==> src/rtl/spi_df_pkg.sv <==
package spi_df_pkg;

   localparam int BYTE_W = 8;

   localparam logic [BYTE_W-1:0] OP_STREAM_ON  = 8'hFA;
   localparam logic [BYTE_W-1:0] OP_STREAM_OFF = 8'hFB;
   localparam logic [BYTE_W-1:0] OP_MODE_STAT  = 8'h9F;
   localparam logic [BYTE_W-1:0] OP_SET_PAGE   = 8'h10;

   localparam int STAT_BIT = 1;

   typedef enum logic [2:0] {
      ST_IDLE,
      ST_BURST,
      ST_INSTR,
      ST_STAT,
      ST_RD,
      ST_PAGE,
      ST_SKIP
   } df_state_t;

endpackage

==> src/rtl/spi_df_sync.sv <==
module spi_df_sync #(
   parameter int STAGES = 2
) (
   input  logic clk,
   input  logic rst_n,
   input  logic csb,
   input  logic sclk,
   input  logic sdi,
   output logic cs_act,
   output logic cs_fall,
   output logic sclk_hi,
   output logic sclk_rise,
   output logic sclk_fall,
   output logic sdi_s
);

   if (STAGES < 2) begin : g_bad_stages
      $error("spi_df_sync: STAGES must be at least 2");
   end

   logic [STAGES-1:0] csb_q, sclk_q, sdi_q;
   logic              csb_d, sclk_d;

   for (genvar g = 0; g < STAGES; g++) begin : g_stage
      if (g == 0) begin : g_first
         always_ff @(posedge clk or negedge rst_n) begin
            if (!rst_n) begin
               csb_q[0]  <= 1'b1;
               sclk_q[0] <= 1'b1;
               sdi_q[0]  <= 1'b0;
            end else begin
               csb_q[0]  <= csb;
               sclk_q[0] <= sclk;
               sdi_q[0]  <= sdi;
            end
         end
      end else begin : g_next
         always_ff @(posedge clk or negedge rst_n) begin
            if (!rst_n) begin
               csb_q[g]  <= 1'b1;
               sclk_q[g] <= 1'b1;
               sdi_q[g]  <= 1'b0;
            end else begin
               csb_q[g]  <= csb_q[g-1];
               sclk_q[g] <= sclk_q[g-1];
               sdi_q[g]  <= sdi_q[g-1];
            end
         end
      end
   end

   always_ff @(posedge clk or negedge rst_n) begin
      if (!rst_n) begin
         csb_d  <= 1'b1;
         sclk_d <= 1'b1;
      end else begin
         csb_d  <= csb_q[STAGES-1];
         sclk_d <= sclk_q[STAGES-1];
      end
   end

   assign cs_act    = ~csb_q[STAGES-1];
   assign cs_fall   = csb_d & ~csb_q[STAGES-1];
   assign sclk_hi   = sclk_q[STAGES-1];
   assign sclk_rise = cs_act & ~sclk_d & sclk_q[STAGES-1];
   assign sclk_fall = cs_act & sclk_d & ~sclk_q[STAGES-1];
   assign sdi_s     = sdi_q[STAGES-1];

endmodule

==> src/rtl/spi_df_shifter.sv <==
module spi_df_shifter
   import spi_df_pkg::*;
(
   input  logic              clk,
   input  logic              rst_n,
   input  logic              cs_act,
   input  logic              sclk_rise,
   input  logic              sclk_fall,
   input  logic              sdi_s,
   input  logic [BYTE_W-1:0] tx_byte,
   input  logic              tx_en,
   output logic [BYTE_W-1:0] rx_byte,
   output logic              byte_done,
   output logic              sdo,
   output logic              sdo_oe
);

   localparam int CNT_W = $clog2(BYTE_W);
   localparam logic [CNT_W-1:0] LAST_BIT = CNT_W'(BYTE_W - 1);

   if ((1 << CNT_W) != BYTE_W) begin : g_bad_width
      $error("spi_df_shifter: byte width must be a power of two");
   end

   logic [CNT_W-1:0]  bit_cnt;
   logic [BYTE_W-2:0] rx_sh;
   logic [BYTE_W-1:0] tx_sh;

   always_ff @(posedge clk or negedge rst_n) begin
      if (!rst_n) begin
         bit_cnt   <= '0;
         rx_sh     <= '0;
         rx_byte   <= '0;
         byte_done <= 1'b0;
         tx_sh     <= '0;
         sdo       <= 1'b0;
         sdo_oe    <= 1'b0;
      end else if (!cs_act) begin
         bit_cnt   <= '0;
         byte_done <= 1'b0;
         sdo_oe    <= 1'b0;
      end else begin
         byte_done <= 1'b0;
         if (sclk_rise) begin
            rx_sh <= {rx_sh[BYTE_W-3:0], sdi_s};
            if (bit_cnt == LAST_BIT) begin
               bit_cnt   <= '0;
               byte_done <= 1'b1;
               rx_byte   <= {rx_sh, sdi_s};
            end else begin
               bit_cnt <= bit_cnt + 1'b1;
            end
         end
         if (sclk_fall) begin
            if (bit_cnt == '0) begin
               sdo    <= tx_byte[BYTE_W-1];
               tx_sh  <= {tx_byte[BYTE_W-2:0], 1'b0};
               sdo_oe <= tx_en;
            end else begin
               sdo   <= tx_sh[BYTE_W-1];
               tx_sh <= {tx_sh[BYTE_W-2:0], 1'b0};
            end
         end
      end
   end

   p_oe_idle_r10: assert property (@(posedge clk) disable iff (!rst_n)
      !cs_act |=> !sdo_oe);

   p_oe_on_fall_r6: assert property (@(posedge clk) disable iff (!rst_n)
      $rose(sdo_oe) |-> $past(sclk_fall));

   p_done_on_rise_r6: assert property (@(posedge clk) disable iff (!rst_n)
      byte_done |-> $past(sclk_rise));

endmodule

==> src/rtl/spi_df_window.sv <==
module spi_df_window #(
   parameter int ADDR_W = 7,
   parameter int CNT_W  = 3
) (
   input  logic              clk,
   input  logic              rst_n,
   input  logic              cfg_we,
   input  logic              cfg_sel,
   input  logic [ADDR_W-1:0] cfg_wdata,
   output logic [ADDR_W-1:0] start_addr,
   output logic [CNT_W-1:0]  burst_cnt
);

   if (CNT_W > ADDR_W) begin : g_bad_cnt
      $error("spi_df_window: CNT_W must not exceed ADDR_W");
   end

   always_ff @(posedge clk or negedge rst_n) begin
      if (!rst_n) begin
         start_addr <= '0;
         burst_cnt  <= '0;
      end else if (cfg_we) begin
         if (cfg_sel) burst_cnt  <= cfg_wdata[CNT_W-1:0];
         else         start_addr <= cfg_wdata;
      end
   end

   p_cfg_start_r12: assert property (@(posedge clk) disable iff (!rst_n)
      (cfg_we && !cfg_sel) |=> start_addr == $past(cfg_wdata));

   p_cfg_cnt_r12: assert property (@(posedge clk) disable iff (!rst_n)
      (cfg_we && cfg_sel) |=> burst_cnt == $past(cfg_wdata[CNT_W-1:0]));

endmodule

==> src/rtl/spi_df_ctrl.sv <==
module spi_df_ctrl
   import spi_df_pkg::*;
#(
   parameter int ADDR_W = 7,
   parameter int LOW_W  = 4,
   parameter int CNT_W  = 3
) (
   input  logic              clk,
   input  logic              rst_n,
   input  logic              cs_act,
   input  logic              cs_fall,
   input  logic              sclk_hi,
   input  logic              byte_done,
   input  logic [BYTE_W-1:0] rx_byte,
   input  logic [ADDR_W-1:0] start_addr,
   input  logic [CNT_W-1:0]  burst_cnt,
   input  logic [BYTE_W-1:0] rd_data,
   output logic [ADDR_W-1:0] rd_addr,
   output logic [BYTE_W-1:0] tx_byte,
   output logic              tx_en
);

   localparam int PAGE_W = ADDR_W - LOW_W;

   if (LOW_W < 1 || PAGE_W < 1 || PAGE_W > BYTE_W || LOW_W > 4) begin : g_bad_split
      $error("spi_df_ctrl: address split out of range");
   end

   df_state_t         state;
   logic [ADDR_W-1:0] addr;
   logic [CNT_W-1:0]  left;
   logic [PAGE_W-1:0] page;
   logic              stream_on;
   logic [BYTE_W-1:0] status_byte;

   always_ff @(posedge clk or negedge rst_n) begin
      if (!rst_n) begin
         state     <= ST_IDLE;
         addr      <= '0;
         left      <= '0;
         page      <= '0;
         stream_on <= 1'b0;
      end else if (!cs_act) begin
         state <= ST_IDLE;
      end else if (cs_fall) begin
         if (stream_on && sclk_hi) begin
            state <= ST_BURST;
            addr  <= start_addr;
            left  <= burst_cnt;
         end else begin
            state <= ST_INSTR;
         end
      end else if (byte_done) begin
         unique case (state)
            ST_BURST: begin
               if (left == '0) begin
                  state <= ST_INSTR;
               end else begin
                  left <= left - 1'b1;
                  addr <= addr + 1'b1;
               end
            end
            ST_INSTR: begin
               if (rx_byte == OP_STREAM_ON) begin
                  stream_on <= 1'b1;
                  state     <= ST_SKIP;
               end else if (rx_byte == OP_STREAM_OFF) begin
                  stream_on <= 1'b0;
                  state     <= ST_SKIP;
               end else if (rx_byte == OP_MODE_STAT) begin
                  state <= ST_STAT;
               end else if (rx_byte == OP_SET_PAGE) begin
                  state <= ST_PAGE;
               end else if (rx_byte[BYTE_W-1]) begin
                  state <= ST_RD;
                  addr  <= {page, rx_byte[LOW_W-1:0]};
               end else begin
                  state <= ST_SKIP;
               end
            end
            ST_STAT: state <= ST_SKIP;
            ST_RD:   addr  <= addr + 1'b1;
            ST_PAGE: begin
               page  <= rx_byte[PAGE_W-1:0];
               state <= ST_SKIP;
            end
            default: state <= state;
         endcase
      end
   end

   always_comb begin
      status_byte           = '0;
      status_byte[STAT_BIT] = stream_on;
   end

   assign rd_addr = addr;
   assign tx_byte = (state == ST_STAT) ? status_byte : rd_data;
   assign tx_en   = (state == ST_BURST) || (state == ST_STAT) || (state == ST_RD);

   p_burst_entry_r4: assert property (@(posedge clk) disable iff (!rst_n)
      (cs_act && cs_fall && stream_on && sclk_hi) |=>
         (state == ST_BURST && addr == $past(start_addr) && left == $past(burst_cnt)));

   p_low_sclk_no_burst_r11: assert property (@(posedge clk) disable iff (!rst_n)
      (cs_act && cs_fall && !sclk_hi) |=> state == ST_INSTR);

   p_page_hold_r8: assert property (@(posedge clk) disable iff (!rst_n)
      (state == ST_BURST) |=> $stable(page));

   p_addr_wrap_r5: assert property (@(posedge clk) disable iff (!rst_n)
      (cs_act && !cs_fall && state == ST_BURST && byte_done && left != '0 && addr == '1)
         |=> addr == '0);

   p_mode_on_src_r2: assert property (@(posedge clk) disable iff (!rst_n)
      $rose(stream_on) |-> $past(state == ST_INSTR && byte_done && rx_byte == OP_STREAM_ON));

   p_burst_after_instr_r7: assert property (@(posedge clk) disable iff (!rst_n)
      (cs_act && !cs_fall && state == ST_BURST && byte_done && left == '0)
         |=> state == ST_INSTR);

endmodule

==> src/rtl/spi_stream_slave.sv <==
module spi_stream_slave
   import spi_df_pkg::*;
#(
   parameter int ADDR_W      = 7,
   parameter int LOW_W       = 4,
   parameter int CNT_W       = 3,
   parameter int SYNC_STAGES = 2
) (
   input  logic              clk,
   input  logic              rst_n,
   input  logic              csb,
   input  logic              sclk,
   input  logic              sdi,
   output logic              sdo,
   output logic              sdo_oe,
   output logic [ADDR_W-1:0] rd_addr,
   input  logic [BYTE_W-1:0] rd_data,
   input  logic              cfg_we,
   input  logic              cfg_sel,
   input  logic [ADDR_W-1:0] cfg_wdata
);

   if (ADDR_W > BYTE_W || ADDR_W < 2) begin : g_bad_addr
      $error("spi_stream_slave: ADDR_W out of range");
   end
   if (LOW_W >= ADDR_W) begin : g_bad_low
      $error("spi_stream_slave: LOW_W must be below ADDR_W");
   end

   logic              cs_act, cs_fall, sclk_hi, sclk_rise, sclk_fall, sdi_s;
   logic              byte_done, tx_en;
   logic [BYTE_W-1:0] rx_byte, tx_byte;
   logic [ADDR_W-1:0] start_addr;
   logic [CNT_W-1:0]  burst_cnt;

   spi_df_sync #(.STAGES(SYNC_STAGES)) u_sync (
      .clk       (clk),
      .rst_n     (rst_n),
      .csb       (csb),
      .sclk      (sclk),
      .sdi       (sdi),
      .cs_act    (cs_act),
      .cs_fall   (cs_fall),
      .sclk_hi   (sclk_hi),
      .sclk_rise (sclk_rise),
      .sclk_fall (sclk_fall),
      .sdi_s     (sdi_s)
   );

   spi_df_shifter u_shift (
      .clk       (clk),
      .rst_n     (rst_n),
      .cs_act    (cs_act),
      .sclk_rise (sclk_rise),
      .sclk_fall (sclk_fall),
      .sdi_s     (sdi_s),
      .tx_byte   (tx_byte),
      .tx_en     (tx_en),
      .rx_byte   (rx_byte),
      .byte_done (byte_done),
      .sdo       (sdo),
      .sdo_oe    (sdo_oe)
   );

   spi_df_window #(.ADDR_W(ADDR_W), .CNT_W(CNT_W)) u_window (
      .clk        (clk),
      .rst_n      (rst_n),
      .cfg_we     (cfg_we),
      .cfg_sel    (cfg_sel),
      .cfg_wdata  (cfg_wdata),
      .start_addr (start_addr),
      .burst_cnt  (burst_cnt)
   );

   spi_df_ctrl #(.ADDR_W(ADDR_W), .LOW_W(LOW_W), .CNT_W(CNT_W)) u_ctrl (
      .clk        (clk),
      .rst_n      (rst_n),
      .cs_act     (cs_act),
      .cs_fall    (cs_fall),
      .sclk_hi    (sclk_hi),
      .byte_done  (byte_done),
      .rx_byte    (rx_byte),
      .start_addr (start_addr),
      .burst_cnt  (burst_cnt),
      .rd_data    (rd_data),
      .rd_addr    (rd_addr),
      .tx_byte    (tx_byte),
      .tx_en      (tx_en)
   );

endmodule

==> config.mk <==
export PLATFORM = sky130hd
export DESIGN_NAME = spi_stream_slave
export DESIGN_NICKNAME = d
export VERILOG_FILES = /design/src/rtl/spi_df_pkg.sv /design/src/rtl/spi_df_sync.sv /design/src/rtl/spi_df_shifter.sv /design/src/rtl/spi_df_window.sv /design/src/rtl/spi_df_ctrl.sv /design/src/rtl/spi_stream_slave.sv
export SDC_FILE = /design/constraint.sdc
export NUM_CORES = 1
export LEC_CHECK = 0
export BUFFER_PORTS_ARGS = -buffer_cell sky130_fd_sc_hd__buf_2
export CAP_MARGIN = 40
export CORE_UTILIZATION = 47
export DETAILED_ROUTE_END_ITERATION = 7
export PLACE_DENSITY = 0.69
export SYNTH_ARGS = -nofsm -noshare
export SYNTH_HDL_FRONTEND = slang
export SYNTH_SLANG_ARGS = --single-unit
==> constraint.sdc <==
create_clock -name clk -period 2.23 [get_ports clk]
set_input_delay 0.3345 -clock clk [delete_from_list [all_inputs] [get_ports clk]]
set_output_delay 0.3345 -clock clk [all_outputs]
set_load 0.05 [all_outputs]
==> reports/results.txt <==
worst clock skew -> 0.006797 ns
Core Rows -> 28
flop2flop setup slack -> 0.27 ns
post-CTS resize count -> 0
VDD IR max -> 0.5381 mV
Post-route DRC -> 0
Critical Path Most Common Cell -> a211o_1
vias in the first global route -> 2,017
CP cell instances -> or3b_1 -> a211o_1 -> a211o_1 -> a31oi_1
Pleak -> 1.562 nW
RD Place Congestion -> 0.8128
Worst path max stage delay -> 0.58 ns
share of layout cells above drive strength 1 -> 0.3267
initial antenna violation count -> 0
Hold Crit Class -> in2reg
Post-synth ARST share -> 1.000
Slew Viols, Final -> 0
fill cell count -> 507
EDFF count, synth -> 0
htree depth -> 3
critical path required time -> 2.49 ns
slew margin rel. -> 0.5809
startpoint types -> register
cell area after synthesis -> 3027 um^2
post-DP HPWL -> 3.930 mm
unrepaired setup endpoints after global routing -> no
die height -> 82.25 um
register area share after synthesis -> 0.5234
Gate Count Post-Synth -> 264
Register Area -> 1584 um^2
Arrival @ worst endpoint -> 2.21 ns
# port buffers -> 30
initial cell density of the core -> 0.4994
CP top delay family -> compound AO/OA/AOI/OAI gates
clock root cell -> clkbuf_8
area grow syn2layout -> 14.76%
CP Capture Type -> register
grt ovf -> 0
via-per-instance ratio -> 5.429
CTS Buffer Depth -> 2
final setup fails -> 0
Syn Nets -> 292
1st-iter DRT viols -> 145
status -> completed
die width -> 82.25 um
Tcrit/Tclk final -> 0.8767
Max Fanout on Critical Path -> 13
worst hold slack -> 0.09107 ns
total of max-cap violations -> 0
largest net degree at the start of global routing -> 42
WL/cell -> 14.54 um
Final ANT Viol Nets -> 0
via count -> 2,052
clock-pin slew on the worst setup and hold paths -> 0.06 ns
worst skew pair latency -> 0.34 ns
CTS Sinks -> 63
Die Area -> 6764 um^2
core area -> 6061 um^2
Pwr per Cell Area -> 751.0 nW/um^2
Post-Route WL -> 5.498 mm
Tmin final -> 1.955 ns
top-level I/O count -> 31
Synth Warn # -> 0
worst slew pin tran -> 0.6273 ns
Distinct cells, synth -> 46
worst path bufs/invs -> 0
GR Util All Layers -> 0.1863
n_diodes -> 0
Peak Freq -> 511.5 MHz
Pre-antenna DRT Iters -> 4
Final Util -> 0.5731
Multi-input gate area -> 1354 um^2
final net count -> 326
first-pass GRT wire length -> 9.232 mm
prevailing post-synth register cell -> dfrtp_1
critical path's slowest cell -> dfrtp_1
CTS tree -> built
Fin Setup TNS -> 0 ns
#FFs+latches synth -> 63
post-synthesis average cell area -> 11.46 um^2
Setup CP Type -> reg2reg
final hold viol count -> 0
cts bufs inserted -> 9
[cells by family after synthesis]
group	Yosys count	share of synthesized area
mux	39	0.1492
compound gates	49	0.1100
xor+xnor	3	0.008683
fa+ha+maj	6	0.02480
buf+inv	19	0.02935
simple gates	85	0.1546
flops	63	0.5234
[timing repair]
action                    CTS  global route
hold buffers                1             0
buffers inserted            0             0
hold endpoints to repair   17             0
[path summary, 6_finish.rpt]
kind / start / to / cells after the start
worst max-delay path: u_ctrl.state[1]$_DFFE_PN0P_ / u_ctrl.state[0]$_DFFE_PN0P_ / 4
worst min-delay path: csb / u_sync.csb_q[0]$_DFF_PN1_ / 1
max in group asynchronous: rst_n / u_sync.csb_d$_DFF_PN1_ / 3
min in group asynchronous: rst_n / u_shift.rx_sh[1]$_DFFE_PN0P_ / 2
worst min register to register: u_sync.sdi_q[0]$_DFF_PN0_ / u_sync.sdi_s$_DFF_PN0_ / 0
worst max register to register: u_ctrl.state[1]$_DFFE_PN0P_ / u_ctrl.state[0]$_DFFE_PN0P_ / 4
[routing by layer]
metal  wire length, um  global-route usage  up-vias
li1                  -                   -     1002
met1              2624              0.2340     1007
met2              2571              0.2926       35
met3               234             0.05824        8
met4                68             0.08596        0
met5                 0                   0        -
[worst register-to-register path, delay by kind of cell, from the launching register on]
| kind | cells | cell delay, ns |
|---|---|---|
| DFF | 1 | 0.58 |
| and+or+nand+nor | 1 | 0.57 |
| AOI/OAI and AO/OA | 3 | 0.72 |
[synthesized netlist by cell type, types with 5 or more instances]
master / number / area (um^2)
dfstp_2: 6 / 157.7
a221oi_1: 6 / 52.55
mux2_4: 5 / 75.07
ha_1: 6 / 75.07
clkbuf_1: 6 / 22.52
nand2b_1: 5 / 31.28
o21ai_0: 15 / 75.07
dfrtp_1: 57 / 1426
nor2_1: 26 / 97.59
mux2_2: 29 / 326.6
nand2_1: 21 / 78.83
inv_1: 6 / 22.52
a21oi_1: 15 / 75.07
mux2i_1: 5 / 50.05
[cell type report]
type,count,area share
clock buffers,13,0.04863
clock inverters,3,0.01153
inverters,6,0.006484
well taps,75,0.02702
multi-input cells,182,0.3898
flip-flops and latches,63,0.4561
repair buffers,36,0.06052
[cell usage in the layout (no fill, tap or decap), types with 3 or more instances in the layout]
master | Yosys | final
a21oi_1 | 15 | 15
a221oi_1 | 6 | 6
a31oi_1 | 4 | 4
buf_2 | 4 | 30
buf_4 | 1 | 4
clkbuf_8 | 0 | 12
dfrtp_1 | 57 | 57
dfstp_2 | 6 | 6
ha_1 | 6 | 6
inv_1 | 6 | 6
mux2_2 | 29 | 29
mux2_4 | 5 | 5
mux2i_1 | 5 | 5
nand2_1 | 21 | 21
nand2b_1 | 5 | 5
nand3_1 | 4 | 4
nor2_1 | 26 | 26
nor2b_1 | 3 | 3
nor3_1 | 4 | 4
o21ai_0 | 15 | 15
or3_1 | 4 | 4
xnor2_1 | 3 | 3
[power breakdown]
group	internal [mW]	leakage [nW]	switching, mW
combinational	0.127	0.654	0.122
clock	0.604	0.109	0.413
sequential	1.27	0.799	0.0774
total	2.00	1.56	0.612
[flip-flops by register name, indices dropped and copies added, names as in the netlist, 7 cells and up]
name	cells
u_window.start_addr	7
u_ctrl.rd_addr	7
u_shift.rx_byte	8
u_shift.rx_sh	7
u_shift.tx_sh	7
[per-stage QoR]
stage	worst slack, ns	instances	cell area, um^2	total power, mW
floorplan	0.3981	264	3027	1.518
global placement	0.3340	361	3254	1.605
detailed placement	0.2931	361	3254	1.617
CTS	0.2832	378	3473	2.647
global route	0.1419	378	3473	2.740
finish	0.2750	378	3473	2.609
Note: power is estimated with default switching activity, not from simulation.
